<file path="src/rtl/fpmm_pkg.sv">
package fpmm_pkg;
  localparam int SP_EXP = 8;
  localparam int SP_MAN = 23;
  localparam int DP_EXP = 11;
  localparam int DP_MAN = 52;

  typedef struct packed {
    logic inv;
    logic den;
  } fpmm_flags_t;
endpackage

</file>
<file path="src/rtl/fpmm_lane.sv">
module fpmm_lane #(
  parameter int EW = 8,
  parameter int MW = 23,
  localparam int W = EW + MW + 1
) (
  input  logic [W-1:0]          x,
  input  logic [W-1:0]          y,
  input  logic                  is_max,
  output logic [W-1:0]          z,
  output fpmm_pkg::fpmm_flags_t flg
);
  localparam logic [W-1:0] QBIT = {{(W-MW){1'b0}}, 1'b1, {(MW-1){1'b0}}};

  logic [EW-1:0] xe, ye;
  logic [MW-1:0] xm, ym;
  logic x_nan, y_nan, x_sig, y_sig, x_den, y_den;
  logic x_lt, take_x;

  assign xe = x[W-2 -: EW];
  assign ye = y[W-2 -: EW];
  assign xm = x[MW-1:0];
  assign ym = y[MW-1:0];

  assign x_nan = (&xe) && (|xm);
  assign y_nan = (&ye) && (|ym);
  assign x_sig = x_nan && !xm[MW-1];
  assign y_sig = y_nan && !ym[MW-1];
  assign x_den = (~|xe) && (|xm);
  assign y_den = (~|ye) && (|ym);

  // ordered compare: sign first, magnitude reversed for two negatives
  always_comb begin
    if (x[W-1] != y[W-1])
      x_lt = x[W-1];
    else if (x[W-1])
      x_lt = x[W-2:0] > y[W-2:0];
    else
      x_lt = x[W-2:0] < y[W-2:0];
  end

  assign take_x = is_max ? !x_lt : x_lt;

  always_comb begin
    if (x_sig)      z = x | QBIT;
    else if (y_sig) z = y | QBIT;
    else if (x_nan) z = x;
    else if (y_nan) z = y;
    else            z = take_x ? x : y;
  end

  assign flg.inv = x_sig | y_sig;
  assign flg.den = x_den | y_den;
endmodule

</file>
<file path="src/rtl/fpmm_bank.sv">
module fpmm_bank #(
  parameter int VEC_W = 128,
  parameter int EW    = 8,
  parameter int MW    = 23
) (
  input  logic [VEC_W-1:0]      a,
  input  logic [VEC_W-1:0]      b,
  input  logic                  wide,
  input  logic                  pair,
  input  logic                  is_max,
  output logic [VEC_W-1:0]      z,
  output fpmm_pkg::fpmm_flags_t flg
);
  localparam int ESZ  = EW + MW + 1;
  localparam int NL   = VEC_W / ESZ;
  localparam int HALF = VEC_W / 2;

  logic [2*VEC_W-1:0] joined;
  logic [NL-1:0]      inv_l, den_l;

  assign joined = wide ? {b, a} : {{VEC_W{1'b0}}, b[HALF-1:0], a[HALF-1:0]};

  for (genvar e = 0; e < NL; e++) begin : g_lane
    logic [ESZ-1:0]        xl, yl, zl;
    fpmm_pkg::fpmm_flags_t fl;
    logic                  act;

    assign act = wide || (e < NL/2);
    assign xl  = pair ? joined[(2*e)*ESZ +: ESZ]   : a[e*ESZ +: ESZ];
    assign yl  = pair ? joined[(2*e+1)*ESZ +: ESZ] : b[e*ESZ +: ESZ];

    fpmm_lane #(.EW(EW), .MW(MW)) u_lane (
      .x(xl), .y(yl), .is_max(is_max), .z(zl), .flg(fl)
    );

    assign z[e*ESZ +: ESZ] = act ? zl : '0;
    assign inv_l[e] = act & fl.inv;
    assign den_l[e] = act & fl.den;
  end

  assign flg.inv = |inv_l;
  assign flg.den = |den_l;
endmodule

</file>
<file path="src/rtl/fp_minmax_vec.sv">
module fp_minmax_vec #(
  parameter int VEC_W = 128
) (
  input  logic             clk,
  input  logic             rst,
  input  logic [VEC_W-1:0] op_a,
  input  logic [VEC_W-1:0] op_b,
  input  logic             lane_dbl,
  input  logic             vec_wide,
  input  logic             sel_max,
  input  logic             pair_mode,
  input  logic             flag_clr,
  output logic [VEC_W-1:0] res,
  output logic             flag_inv,
  output logic             flag_den
);
  import fpmm_pkg::*;

  logic [VEC_W-1:0] sp_z, dp_z, nxt_z;
  fpmm_flags_t      sp_f, dp_f, nxt_f;

  fpmm_bank #(.VEC_W(VEC_W), .EW(SP_EXP), .MW(SP_MAN)) u_sp (
    .a(op_a), .b(op_b), .wide(vec_wide), .pair(pair_mode),
    .is_max(sel_max), .z(sp_z), .flg(sp_f)
  );

  fpmm_bank #(.VEC_W(VEC_W), .EW(DP_EXP), .MW(DP_MAN)) u_dp (
    .a(op_a), .b(op_b), .wide(vec_wide), .pair(pair_mode),
    .is_max(sel_max), .z(dp_z), .flg(dp_f)
  );

  assign nxt_z = lane_dbl ? dp_z : sp_z;
  assign nxt_f = lane_dbl ? dp_f : sp_f;

  always_ff @(posedge clk) begin
    if (rst) begin
      res      <= '0;
      flag_inv <= 1'b0;
      flag_den <= 1'b0;
    end else begin
      res      <= nxt_z;
      flag_inv <= flag_clr ? 1'b0 : (flag_inv | nxt_f.inv);
      flag_den <= flag_clr ? 1'b0 : (flag_den | nxt_f.den);
    end
  end
endmodule

</file>
<file path="config.mk">
export PLATFORM = sky130hd
export DESIGN_NAME = fp_minmax_vec
export DESIGN_NICKNAME = d
export VERILOG_FILES = /design/src/rtl/fpmm_pkg.sv /design/src/rtl/fpmm_lane.sv /design/src/rtl/fpmm_bank.sv /design/src/rtl/fp_minmax_vec.sv
export SDC_FILE = /design/constraint.sdc
export NUM_CORES = 1
export LEC_CHECK = 0
export BUFFER_PORTS_ARGS = -buffer_cell sky130_fd_sc_hd__clkbuf_2
export CORE_UTILIZATION = 45
export CTS_CLUSTER_DIAMETER = 30
export DETAILED_ROUTE_END_ITERATION = 12
export GPL_TIMING_DRIVEN = 1
export PLACE_DENSITY = 0.68
export SETUP_SLACK_MARGIN = 0.15
export SYNTH_ARGS = -nofsm -noshare
export SYNTH_HDL_FRONTEND = slang
export SYNTH_HIERARCHICAL = 1
export SYNTH_SLANG_ARGS = --single-unit
</file>
<file path="constraint.sdc">
create_clock -name clk -period 5.45 [get_ports clk]
set_input_delay 0.545 -clock clk [delete_from_list [all_inputs] [get_ports clk]]
set_output_delay 0.545 -clock clk [all_outputs]
set_load 0.02 [all_outputs]
</file>
==> out/qor.yml, run 1 <==
status: "completed"
initial_core_util: 0.460
pwr_density_cell_mw_per_mm2: 203
clk_pin_slew_ns: 0.06
end_kind: "register"
finalCritPeriodShare: 0.930
io_buffer_count: 392
synth_nets: 3148
ys.flop_type: "dfxtp_1"
synth_cell_types: 60
avgRoutedWirePerCell_um: 26.0
drc_errors: 0
clock_skew_ns: 0
finalSetupViolCount: 0
cp_data_required_time_ns: 5.79
clock_latency_ns: 0.50
cts_buffer_depth: 2
cts_hold_buf: 0
dieArea_mm2: 0.0513
hold_viol: 0
h-tree-depth: 4
synth_warnings: 6
tightest_slew_ns: 1.19
drtPass1Iterations: 6
synth_cells: 2635
fmax_mhz: 197
hpwl_um: 76500
drive_above_1_share: 0.301
arrival_ns: 5.41
rsz0062_at_grt: "no"
hold_slack_ns: 0.302
cap_violations: 0
ys_seq_elements: 130
fin_setup_tns_ns: 0
max-vdd-ir-drop_v: 0.000226
core_mm2: 0.0494
setup_ws_ns: 0.381
crit_fanout: 64
grt_pass1_vias: 21700
cts-root-buf: "clkbuf_16"
leakagePower_nw: 12.6
num_vias: 22800
stdcell_count: 3662
preCtsSetupSlack_ns: -0.202
area_growth_pct: 12.7
ys_async_sr_fraction: 0
startpoint_type: "primary input"
fill_cells: 4759
cts.sinks: 130
grt.total_usage: 0.362
cts_tree: "done"
nets: 3495
cts_made_buffers: 17
fp.dieH_um: 227
gp_congestion: 1.05
period_needed_ns: 5.07
yosysSeqAreaShare: 0.115
antenna_found_initial: 6
netlist_area_mm2: 0.0227
place_inst: 3619
seqCellArea_mm2: 0.00260
grt_max_degree: 161
wl_um: 95400
die_w_um: 227
worstHoldPathType: "primary input to register"
worstSetupPathType: "primary input to register"
dr.first_iter.drc_count: 2394
finalPower_mw: 5.19
synth_edf_count: 0
vias_per_cell: 6.23
grt_pass1_wl_um: 137000
multi_input_area_mm2: 0.0178
slew-limit-headroom: 0.210
rows: 81
overflow: 0
syn_area_per_cell_um2: 8.61
ios: 393
drv_slew: 0
antenna_left: 0
-- layout make-up --
| type | count | area share |
|---|---|---|
| flip-flops and latches | 130 | 0.102 |
| clock buffers | 18 | 0.0172 |
| repair buffers | 464 | 0.105 |
| well taps | 664 | 0.0325 |
| clock inverters | 14 | 0.00641 |
| diodes | 3 | 0.000294 |
| multi-input cells | 2105 | 0.698 |
| inverters | 264 | 0.0388 |
-- Yosys cell counts, types with 8 or more instances --
master,instances,area share
xnor2_1,8,0.0031
nand4_1,76,0.021
o21a_1,12,0.0040
nand2_1,82,0.014
dfxtp_1,130,0.11
a221oi_2,8,0.0053
mux2_2,178,0.088
buf_12,30,0.026
buf_6,23,0.011
and4_1,20,0.0077
nor2_1,211,0.035
o21ai_1,16,0.0035
a21o_1,24,0.0079
mux2i_1,168,0.074
buf_2,26,0.0057
ha_1,250,0.14
mux2_4,182,0.12
and2_1,229,0.063
a21oi_1,114,0.025
mux2_1,16,0.0079
buf_4,10,0.0033
nor3_1,24,0.0053
o21ai_0,32,0.0071
nand3b_1,8,0.0026
inv_1,259,0.043
nand3_1,50,0.011
a211oi_1,8,0.0026
and3_1,8,0.0022
a22o_1,160,0.062
nor4_1,130,0.036
clkbuf_1,45,0.0074
-- critical path, stage by stage --
cell and delay (ns):
buf_4 0.15, nand2b_1 0.17, buf_12 0.26, and2_1 0.22, inv_1 0.06, ha_1 0.29
nand4_1 0.22, nor4_1 0.68, nand4_1 0.24, o41ai_1 0.54, a41oi_1 0.12, or2_4 0.30
o311ai_4 0.35, buf_4 0.25, buf_4 0.12, mux2_2 0.31, and2_1 0.15, mux2i_1 0.34
nor2_1 0.07
-- power by group --
part	switching [mW]	leakage (nW)	internal (mW)
registers	0.0379	1.07	1.04
logic	1.60	11.3	1.27
clock network	0.515	0.291	0.724
-- repair_timing --
action,4_1_cts,5_1_grt
resized for setup,0,0
setup endpoints to repair,0,30
setup buffers,0,8
-- layer usage --
metal | vias to the layer above | part of all wire | GRT usage | wire (µm)
li1 | 10400 | - | - | -
met1 | 10800 | 0.43 | 0.481 | 41000
met2 | 1342 | 0.43 | 0.550 | 41100
met5 | - | 0.00079 | 0 | 75
met4 | 12 | 0.047 | 0.175 | 4460
met3 | 256 | 0.091 | 0.0774 | 8680
-- per-stage QoR --
step,util,instance area (µm²)
floorplan,-,22700
global placement,0.504,24900
detailed placement,0.504,24900
CTS,0.516,25500
global route,0.518,25500
finish,0.518,25600
-- path summary, 6_finish.rpt --
check / slack, ns / cells after the start / end / from
hold / removal: 0.30 / 3 / flag_inv / flag_clr
setup / recovery: 0.38 / 19 / res[78] / vec_wide
hold reg to reg: 0.48 / 1 / flag_den / flag_den
setup reg to reg: 4.86 / 1 / flag_inv / flag_inv
-- cells in the final DEF, fill, tap and decap left out, types with 8 or more instances in the layout --
master     count
nand2_1       82
o21ai_0       32
nand4_1       76
a221oi_2       8
a21oi_1      114
nor2_1       211
a211oi_1       8
inv_1        258
and4_1        20
xnor2_1        8
ha_1         250
nand3b_1       8
nand3_1       50
clkbuf_16     17
a22o_1       160
and2_1       228
buf_4         61
o21ai_1       16
nor3_1        24
o21a_1        12
dfxtp_1      130
buf_12        14
clkbuf_2     388
mux2i_1      168
a21o_1        24
mux2_2       178
mux2_4       182
and3_1         8
mux2_1        16
nor4_1       130
-- cells by family after synthesis --
logic type / share of synthesized area
compound gates: 0.148
xor+xnor: 0.00309
fa+ha+maj: 0.138
buf+inv: 0.0994
flops: 0.115
mux: 0.291
simple gates: 0.206
-- flip-flops by register name, summed over array words and instances, names as in the netlist --
name	cells
res	128
flag_den	1
flag_inv	1
No activity file was read; power rests on OpenSTA's default activity.
==> inputs of run 2 (changes only) <==
--- a/config.mk
+++ b/config.mk
@@ -5,12 +5,14 @@
 export SDC_FILE = /design/constraint.sdc
 export NUM_CORES = 1
 export LEC_CHECK = 0
-export BUFFER_PORTS_ARGS = -buffer_cell sky130_fd_sc_hd__clkbuf_2
-export CORE_UTILIZATION = 45
+export BUFFER_PORTS_ARGS = -buffer_cell sky130_fd_sc_hd__buf_4
+export CELL_PAD_IN_SITES_DETAIL_PLACEMENT = 0
+export CELL_PAD_IN_SITES_GLOBAL_PLACEMENT = 1
+export CORE_UTILIZATION = 44
 export CTS_CLUSTER_DIAMETER = 30
 export DETAILED_ROUTE_END_ITERATION = 12
 export GPL_TIMING_DRIVEN = 1
-export PLACE_DENSITY = 0.68
+export PLACE_DENSITY = 0.85
 export SETUP_SLACK_MARGIN = 0.15
 export SYNTH_ARGS = -nofsm -noshare
 export SYNTH_HDL_FRONTEND = slang
==> run 2 against run 1 <==
Effect of this change: hold slack improved by 0.0019 ns; first-iteration DRC count is 3.0% lower; sequential power about the same; largest cell class unchanged; largest power group unchanged; global-route usage is 1.2 points higher; cell area is 4.7% higher; critical endpoint is now res[81]; sequential cell count unchanged; non-clock buffer count grew 20.
==> out/qor.yml, run 2 (synthesis results as in run 1) <==
cts.sinks: 130
pwr-share-seq: 0.202
preCtsSetupSlack_ns: -0.148
area_growth_pct: 18.0
crit_fanout: 50
finalSetupViolCount: 0
initial_core_util: 0.449
num_vias: 22600
setup_ws_ns: 0.468
clock_skew_ns: 0
period_needed_ns: 4.98
cp_data_required_time_ns: 5.82
startpoint_type: "primary input"
reg_top3: "res: 128 flops, flag_den: 1 flops, flag_inv: 1 flops"
final_cell_mix: "462 x buf_4, 258 x inv_1, 250 x ha_1, 228 x and2_1, 211 x nor2_1"
critPathMaxStageDelay_ns: 0.43
cts_buffer_depth: 2
arrival_ns: 5.35
drive_above_1_share: 0.305
worstHoldPathType: "primary input to register"
grt.total_usage: 0.374
cts-root-buf: "clkbuf_16"
place_inst: 3655
p_sw_mw: 2.20
p_int_mw: 3.15
stdcell_area_mm2: 0.0268
pwr-share-clk: 0.232
core_mm2: 0.0505
tightest_slew_ns: 1.26
grt_pass1_wl_um: 146000
finalPower_mw: 5.34
fp.dieH_um: 229
largest_register_ffs: 128
max-vdd-ir-drop_v: 0.000253
clk_pin_slew_ns: 0.07
pwr-share-comb: 0.566
hold_viol: 0
ios: 393
clock_latency_ns: 0.50
rows: 82
hpwl_um: 81800
overflow: 0
placed_area_mm2: 0.0262
fin_setup_tns_ns: 0
swShare: 0.411
drv_slew: 0
rsz0062_at_grt: "no"
dr.first_iter.drc_count: 2321
io_buffer_count: 392
end_kind: "register"
gp_congestion: 0.990
vias_per_cell: 6.13
leakagePower_nw: 13.0
antenna_found_initial: 4
die_w_um: 229
drc_errors: 0
antenna_cells: 0
h-tree-depth: 4
status: "completed"
nets: 3515
slew-limit-headroom: 0.153
grt_pass1_vias: 22100
dieArea_mm2: 0.0525
stdcell_count: 3687
cap_violations: 0
worstSetupPathType: "primary input to register"
finalCritPeriodShare: 0.914
grt_max_degree: 99
pwr_density_cell_mw_per_mm2: 200
wl_um: 101000
antenna_left: 0
crit_buf_inv: 5
cts_made_buffers: 17
cp_slowest_cell: "nor4_1"
largest_register: "res"
cts_tree: "done"
final_common_cell: "buf_4"
drtPass1Iterations: 6
critical_path.top_delay_family: "simple AND/OR/NAND/NOR gates"
avgRoutedWirePerCell_um: 27.4
fmax_mhz: 201
cp_cell_sequence: "buf_4 -> nand2b_1 -> buf_12 -> and2_1 -> inv_1 -> ha_1 -> nand4_1 -> nor4_1 -> buf_4 -> and3_1 -> o41ai_2 -> and4_1 -> or2_4 -> o311ai_4 -> buf_12 -> mux2_2 -> and2_1 -> mux2i_1 -> nor2_1"
## run 2: cell types whose count changed in the layout (fill, tap and decap cells not counted), moves of 2 or more
cell / change
buf_12: +7
buf_4: +401
clkbuf_1: +2
clkbuf_2: -388
clkbuf_8: +2
clkinv_4: -3
diode_2: -3
## run 2: cell type report
cell class / instances / area [µm²]
Clock buffer: 22 / 474
Clock inverter: 10 / 108
Fill cell: 4944 / 23700
Inverter: 264 / 991
Multi-Input combinational cell: 2105 / 17800
Sequential cell: 130 / 2600
Tap cell: 672 / 841
Timing Repair Buffer: 484 / 3900
## run 2: what timing repair did
action | 4_1_cts | 5_1_grt
resized for setup | 0 | 2
setup buffers | 0 | 0
hold buffers | 0 | 0
endpoints found under the setup margin | 0 | 50
## run 2: final timing paths
check / startpoint / endpoint / slack, ns / cells past startpoint
min reg2reg: flag_inv / flag_inv / 0.48 / 1
max: vec_wide / res[81] / 0.47 / 19
max reg2reg: flag_den / flag_den / 4.85 / 1
min: flag_clr / flag_inv / 0.30 / 3
## run 2: routing by layer
metal,part of all wire,track usage,up-vias
li1,-,-,10400
met4,0.034,0.136,2
met5,0.00012,0,-
met2,0.44,0.591,1063
met3,0.074,0.0609,168
met1,0.45,0.508,11000
## run 2: worst min-delay path, delay by kind of cell
kind,cells,cell delay [ns]
simple gates,1,0.04
compound gates,1,0.09
buf+inv,1,0.08
## run 2: per-stage QoR
stage                     utilization  hold slack (ns)
after floorplan                     -            0.593
after global placement          0.518            0.458
after detailed placement        0.518            0.459
after CTS                       0.530            0.277
after global routing            0.530            0.310
final                           0.530            0.304
## run 2: power groups by stage
| stage | combinational (mW) | sequential (mW) | clock, mW |
|---|---|---|---|
| after floorplan | 1.90 | 1.20 | 0 |
| after global placement | 2.92 | 1.10 | 0 |
| after detailed placement | 2.95 | 1.10 | 0 |
| after CTS | 2.97 | 1.08 | 1.26 |
| after global routing | 3.21 | 1.09 | 1.29 |
| final | 3.02 | 1.08 | 1.24 |
==> inputs of run 3 (changes only) <==
--- a/config.mk
+++ b/config.mk
@@ -13,6 +13,7 @@
 export DETAILED_ROUTE_END_ITERATION = 12
 export GPL_TIMING_DRIVEN = 1
 export PLACE_DENSITY = 0.85
+export REMOVE_ABC_BUFFERS = 1
 export SETUP_SLACK_MARGIN = 0.15
 export SYNTH_ARGS = -nofsm -noshare
 export SYNTH_HDL_FRONTEND = slang
==> run 3 against run 2 <==
Effect of this change: first-iteration DRC count shrank 13%; die area is the same; largest cell class unchanged; hold slack lost 0.0055 ns.
==> out/qor.yml, run 3 (synthesis results as in run 1) <==
status: "completed"
reg_top3: "res: 128 flops, flag_den: 1 flops, flag_inv: 1 flops"
worstSetupPathType: "primary input to register"
area_growth_pct: 17.2
pwr_density_cell_mw_per_mm2: 202
stdcell_area_mm2: 0.0266
nets: 3493
post_cts_buffers: 0
cts_buffer_depth: 2
finalCritPeriodShare: 0.886
max-vdd-ir-drop_v: 0.000285
tightest_slew_ns: 0.988
crit_buf_inv: 3
fmax_mhz: 207
rr_worst_depth: 1
fin_setup_tns_ns: 0
clk_pin_slew_ns: 0.06
cts.sinks: 130
worstHoldPathType: "primary input to register"
r2r_end: "flag_den"
cts_hold_buf: 0
largest_register_ffs: 128
placed_area_mm2: 0.0259
grt_pass1_vias: 22300
slew-limit-headroom: 0.335
hp-start: "flag_clr"
hold_depth: 3
dr.first_iter.drc_count: 2019
r2r_slack_ns: 4.86
finalSetupViolCount: 0
drtPass1Iterations: 5
final_cell_mix: "444 x buf_4, 258 x inv_1, 250 x ha_1, 228 x and2_1, 211 x nor2_1"
overflow: 0
antenna_left: 0
hold_viol: 0
core_mm2: 0.0505
cp_cell_sequence: "buf_4 -> and2_4 -> buf_12 -> a22o_1 -> ha_1 -> nand4_1 -> nor4_1 -> nand4_1 -> o41ai_1 -> a41oi_1 -> or2_4 -> o311ai_4 -> buf_4 -> mux2_2 -> and2_1 -> mux2i_1 -> nor2_1"
io_buffer_count: 392
initial_core_util: 0.449
largest_register: "res"
cts-root-buf: "clkbuf_16"
period_needed_ns: 4.83
reg2reg_from: "flag_den"
end_kind: "register"
rsz0062_at_grt: "no"
grt_max_degree: 104
cts_tree: "done"
cap_violations: 0
arrival_ns: 5.19
drv_slew: 0
final_util: 0.527
grt_pass1_wl_um: 145000
fp.dieH_um: 229
hold_slack_ns: 0.299
die_w_um: 229
clock_skew_ns: 0
crit_fanout: 18
rows: 82
hpwl_um: 80500
grt.total_usage: 0.371
ios: 393
cp_data_required_time_ns: 5.81
dieArea_mm2: 0.0525
gp_congestion: 0.979
num_vias: 22600
leakagePower_nw: 12.9
cts_made_buffers: 17
critical_path.top_delay_family: "simple AND/OR/NAND/NOR gates"
vias_per_cell: 6.16
critPathMaxStageDelay_ns: 0.68
drive_above_1_share: 0.300
h-tree-depth: 4
startpoint_type: "primary input"
drc_errors: 0
hold_end: "flag_inv"
antenna_found_initial: 3
wl_um: 100000
final_common_cell: "buf_4"
clock_latency_ns: 0.50
cts_resized: 0
cp_slowest_cell: "nor4_1"
avgRoutedWirePerCell_um: 27.3
fill_cells: 4919
==> run 3: final cells by class <==
| class | instances | area (µm²) | area share |
|---|---|---|---|
| repair buffers | 462 | 3680 | 0.139 |
| clock buffers | 20 | 467 | 0.0176 |
| clock inverters | 12 | 155 | 0.00584 |
| well taps | 672 | 841 | 0.0316 |
| flip-flops and latches | 130 | 2600 | 0.0979 |
| multi-input cells | 2105 | 17800 | 0.671 |
| diodes | 4 | 10.0 | 0.000377 |
| inverters | 264 | 991 | 0.0373 |
==> run 3: worst max path at each step <==
stage	slack [ns]	to	cells after the start	from
3_5_place_dp	0.19	res[82]	17	pair_mode
6_report	0.62	res[113]	17	pair_mode
2_1_floorplan	-0.52	res[0]	14	pair_mode
4_1_cts	0.73	res[106]	17	pair_mode
5_1_grt	0.41	res[113]	18	pair_mode
3_3_place_gp	0.24	res[80]	17	pair_mode
==> run 3: power by group <==
| group | switching [mW] | total (mW) | internal [mW] |
|---|---|---|---|
| clock network | 0.559 | 1.31 | 0.753 |
| logic | 1.60 | 2.99 | 1.38 |
| registers | 0.0421 | 1.08 | 1.04 |
==> run 3: per-stage QoR <==
stage,instances,power [mW],setup slack [ns]
global placement,3633,4.00,0.236
detailed placement,3633,4.03,0.194
global route,3666,5.63,0.413
floorplan,2499,2.91,-0.520
CTS,3665,5.35,0.729
finish,3669,5.38,0.622
==> run 3: per-layer routing <==
layer | vias to the layer above | wire length, µm | GRT usage
met4 | 0 | 4130 | 0.160
met5 | - | 0 | 0
met3 | 182 | 6860 | 0.0565
li1 | 10400 | - | -
met2 | 998 | 46100 | 0.602
met1 | 11000 | 43200 | 0.486
